File: config.mk
export PLATFORM = sky130hd
export DESIGN_NAME = uart_rx_status_flags
export DESIGN_NICKNAME = d
export VERILOG_FILES = /design/src/rtl/uart_rx_status_flags.sv
export SDC_FILE = /design/constraint.sdc
export NUM_CORES = 1
export LEC_CHECK = 0
export CAP_MARGIN = 0
export CORE_UTILIZATION = 38
export DETAILED_ROUTE_END_ITERATION = 12
export GPL_TIMING_DRIVEN = 1
export PLACE_DENSITY = 0.78
export SLEW_MARGIN = 20
export SYNTH_ARGS = -nofsm -noshare
export SYNTH_HDL_FRONTEND = slang
export SYNTH_SLANG_ARGS = --single-unit
File: constraint.sdc
create_clock -name clk -period 1.15 [get_ports clk]
set_clock_uncertainty 0.05 [all_clocks]
set_input_delay 0.115 -clock clk [delete_from_list [all_inputs] [get_ports clk]]
set_output_delay 0.115 -clock clk [all_outputs]
set_load 0.005 [all_outputs]
File: src/rtl/uart_rx_status_flags.sv
module uart_rx_status_flags #(
  parameter int BREAK_BITS = 10
) (
  input  logic       clk,
  input  logic       rst_n,
  input  logic       rx_line,
  input  logic       bit_tick,
  input  logic       parity_err_evt,
  input  logic       frame_err_evt,
  input  logic       char_load_evt,
  input  logic       buf_read_evt,
  input  logic       ninth_bit_in,
  input  logic       mode_9bit,
  input  logic       tx_start_evt,
  input  logic       tx_done_evt,
  input  logic       status_rd,
  output logic       overrun_flag,
  output logic       error_flag,
  output logic       break_flag,
  output logic       ninth_flag,
  output logic       tx_busy_flag,
  output logic [7:0] status_word
);
  localparam int CW = $clog2(BREAK_BITS + 1);
  localparam logic [CW-1:0] BRK_FULL = CW'(BREAK_BITS);
  localparam logic [CW-1:0] BRK_LAST = CW'(BREAK_BITS - 1);

  logic [1:0]    sync_q;
  logic          rx_s;
  logic          buf_full, parity_flag, frame_flag;
  logic          armed, rd_pend;
  logic [CW-1:0] brk_cnt;
  logic          ovr_hit, brk_hit;

  assign rx_s    = sync_q[1];
  assign ovr_hit = char_load_evt & buf_full & ~buf_read_evt;
  assign brk_hit = armed & ~rx_s & bit_tick & (brk_cnt == BRK_LAST);

  // receive-line synchronizer
  always_ff @(posedge clk or negedge rst_n)
    if (!rst_n) sync_q <= 2'b11;
    else        sync_q <= {sync_q[0], rx_line};

  // buffer occupancy and error flags
  always_ff @(posedge clk or negedge rst_n)
    if (!rst_n) begin
      buf_full     <= 1'b0;
      parity_flag  <= 1'b0;
      frame_flag   <= 1'b0;
      overrun_flag <= 1'b0;
    end else begin
      buf_full     <= char_load_evt | (buf_full & ~buf_read_evt);
      parity_flag  <= parity_err_evt | (parity_flag  & ~status_rd);
      frame_flag   <= frame_err_evt  | (frame_flag   & ~status_rd);
      overrun_flag <= ovr_hit        | (overrun_flag & ~status_rd);
    end

  assign error_flag = parity_flag | frame_flag | overrun_flag;

  // break detection
  always_ff @(posedge clk or negedge rst_n)
    if (!rst_n) begin
      armed      <= 1'b0;
      brk_cnt    <= '0;
      rd_pend    <= 1'b0;
      break_flag <= 1'b0;
    end else begin
      if (rx_s)               armed <= 1'b0;
      else if (frame_err_evt) armed <= 1'b1;

      if (rx_s) brk_cnt <= '0;
      else if (armed && bit_tick && brk_cnt != BRK_FULL) brk_cnt <= brk_cnt + 1'b1;

      if (rx_s)                         rd_pend <= 1'b0;
      else if (status_rd && break_flag) rd_pend <= 1'b1;

      if (brk_hit)                           break_flag <= 1'b1;
      else if (rx_s && (status_rd || rd_pend)) break_flag <= 1'b0;
    end

  // ninth bit and transmitter activity
  always_ff @(posedge clk or negedge rst_n)
    if (!rst_n) begin
      ninth_flag   <= 1'b0;
      tx_busy_flag <= 1'b0;
    end else begin
      if (char_load_evt) ninth_flag <= mode_9bit & ninth_bit_in;
      if (tx_start_evt)     tx_busy_flag <= 1'b1;
      else if (tx_done_evt) tx_busy_flag <= 1'b0;
    end

  assign status_word = {1'b0, tx_busy_flag, ninth_flag, break_flag,
                        error_flag, overrun_flag, frame_flag, parity_flag};

  assert_overrun_set_R1: assert property (@(posedge clk) disable iff (!rst_n)
    (char_load_evt && buf_full && !buf_read_evt) |=> overrun_flag);

  assert_set_beats_read_R2: assert property (@(posedge clk) disable iff (!rst_n)
    (parity_err_evt || frame_err_evt) |=> error_flag);

  assert_summary_clears_R3: assert property (@(posedge clk) disable iff (!rst_n)
    (status_rd && !parity_err_evt && !frame_err_evt && !char_load_evt) |=> !error_flag);

  assert_break_rise_R4: assert property (@(posedge clk) disable iff (!rst_n)
    $rose(break_flag) |-> (brk_cnt == BRK_FULL && !rx_s));

  assert_break_hold_R6: assert property (@(posedge clk) disable iff (!rst_n)
    (break_flag && !rx_s) |=> break_flag);

  assert_tx_done_R9: assert property (@(posedge clk) disable iff (!rst_n)
    (tx_done_evt && !tx_start_evt) |=> !tx_busy_flag);
endmodule

==> flow_summary.ini <==
[clock_tree]
cts_sinks = 15
clock_latency_ps = 290
tritoncts = done
clk_pin_slew_worst_paths_ps = 90
cts_root_buf = clkbuf_4
cts_made_buffers = 3
ctsLongestPathBuffers = 2
htreeDepth = 1

[sta]
max_freq_ghz = 0.7462
rsz0062_at_grt = true
fin_crit_ps = 1340
slew_viol_final = 0
timing.hold.ws_ps = 70.65
fin_setup_tns_ps = -701.4
fin_ws_ps = -190.2
hold_viol = 0
finalCritPeriodShare_pct = 116.5
setup_viol = 7

[route]
ant_nets = 0
viasPerCell = 4.656
drt_iter0_drc = 4
first_pass_iters = 4
num_vias = 582
routedWlPerCell_um = 11.12
post-route-drc-count = 0
drt-total-wl_um = 1390

[synthesis]
synth_area_um2 = 695.7
postSynthAreaPerCell_um2 = 10.54
netlist_instances = 66
syn_nets = 82
synth_top_cell_by_area = dfrtp_1
yosysUniqueCellTypes = 21
ys_seq_area_share_pct = 54.32
ys_ff_latch = 15
synth_warnings = 0
yosys.area.top_type_share_pct = 46.76
synthTopCellsByArea = dfrtp_1 47%, buf_4 8.6%, dfstp_2 7.6%

[power]
p_seq_share_pct = 54.1
power.switching_uw = 260.8
power_leakage_uw = 0.0005005
vdd_drop_max_mv = 0.6389
power.density_nw_per_um2 = 999.2
clkPwrFrac_pct = 27.9
p_int_uw = 809.3
switching_share_pct = 24.37
combPwrFrac_pct = 18.0

[layout]
area_growth_pct = 53.96
stdcell_count = 125
fillers = 151
drive_above_1_share_pct = 40.00
nets = 117
utilization_pct = 62.03
num_antenna_cells = 0

[worst_setup_path]
endpoint_kind = output port
worst_ep_required_time_ps = 990
cp.arrival_ps = 1180
path_max_fanout = 2
start_kind = register
crit_type = reg -> out

[floorplanning]
core_area_um2 = 1727
num_rows = 15
start_util_pct = 40.29
dieArea_um2 = 2006
die_h_um = 44.79
io_pins = 26
die_w_um = 44.79

[status]
status = finished with violations
violations = negative setup slack

[global_route]
track_usage_pct = 15.15
antenna_found_initial = 0
grt_pass1_wl_um = 2173
first_global_vias = 556
grt_overflow = 0
grt_max_degree = 16

[placement]
place.gp.congestion = 0.6752
dpl.cell_count = 113
port_buffers = 24
dp_hpwl_um = 872.4
dpl_worst_slack_ps = -222.3

[run]
max-cap-violations = 0

[hold_path]
hp-class = in -> async
-- per-stage QoR --
| step | total power (uW) | cell area (um2) |
|---|---|---|
| floorplan | 651.2 | 695.7 |
| global placement | 761.0 | 955.9 |
| detailed placement | 764.5 | 955.9 |
| CTS | 1073 | 1046 |
| global route | 1126 | 1071 |
| finish | 1070 | 1071 |
-- per-layer routing --
metal	GRT usage [%]	routed length, um	up-vias
met2	25.29	682	24
met3	3.600	87	5
li1	-	-	285
met5	0	0	-
met1	17.40	585	268
met4	9.697	34	0
-- critical path, cell delays in order (launching register included) --
cell and delay (ps):
dfrtp_1 380, or3_4 380, buf_2 140
-- area by class of cell --
class / instances / area (um2) / area share (%)
sequential: 15 / 377.9 / 35.28
clock buffer: 4 / 26.28 / 2.453
inverter: 6 / 22.52 / 2.103
tap: 25 / 31.28 / 2.921
multi-input combinational: 36 / 301.5 / 28.15
timing repair buffer: 39 / 311.5 / 29.09
-- power groups by stage --
stage               registers (uW)  logic [uW]  clock network (uW)
floorplan                      584        67.1                   0
global placement               586         175                   0
CTS                            577         188                 308
global route                   584         210                 331
finish                         579         192                 299
detailed placement             587         178                   0
-- sequential cells by signal, summed over array words and instances (netlist names) --
name,cells
armed,1
break_flag,1
brk_cnt,4
buf_full,1
frame_flag,1
ninth_flag,1
overrun_flag,1
parity_flag,1
rd_pend,1
sync_q,2
tx_busy_flag,1
-- logic make-up (layout without fill, tap and decap cells) --
kind of cell,after synthesis,in the layout,share of synthesized area [%]
other cells,1,1,0.5391
flops,15,15,54.32
fa+ha+maj,3,3,5.396
mux,1,1,1.439
simple gates,15,15,10.79
compound gates,16,16,15.11
buf+inv,15,49,12.41
-- placed cells by master (no fill, tap or decap), drive strengths merged, types with 4 or more instances in the layout --
master	netlist	layout
a21oi	5	5
clkdlybuf4s50	0	12
nor2	4	4
inv	6	6
buf	8	21
nand3	4	4
clkbuf	1	7
a21o	5	5
dfrtp	13	13
-- repair_timing --
item / CTS / global route
pin swaps: 5 / 2
endpoints found under the setup margin: 15 / 10
buffers inserted: 8 / 0
gates resized for setup: 40 / 10
hold buffers: 0 / 0
-- Yosys cell counts (all sizes together) --
cell type and number:
o41ai 1, clkbuf 1, mux2i 1, nand2 3, a21oi 5, nor2 4, a311oi 1, dfstp 2
or3 2, dfrtp 13, a21o 5, a32o 1, nand3 4, ha 3, nand3b 1, inv 6
buf 8, conb 1, and2 1, o21ai 3
-- path summary, 6_finish.rpt --
check	from	end	slack, ps	depth (start not counted)
worst max-delay path	parity_flag	error_flag	-190	2
worst min-delay path	rst_n	break_flag	70	2
worst max register to register	brk_cnt[0]	brk_cnt[0]	-70	5
worst min register to register	sync_q[0]	sync_q[1]	330	0
max in group asynchronous	rst_n	sync_q[1]	730	2
min in group clk	rx_line	sync_q[0]	170	1
Power figures use the tool's default switching activity.
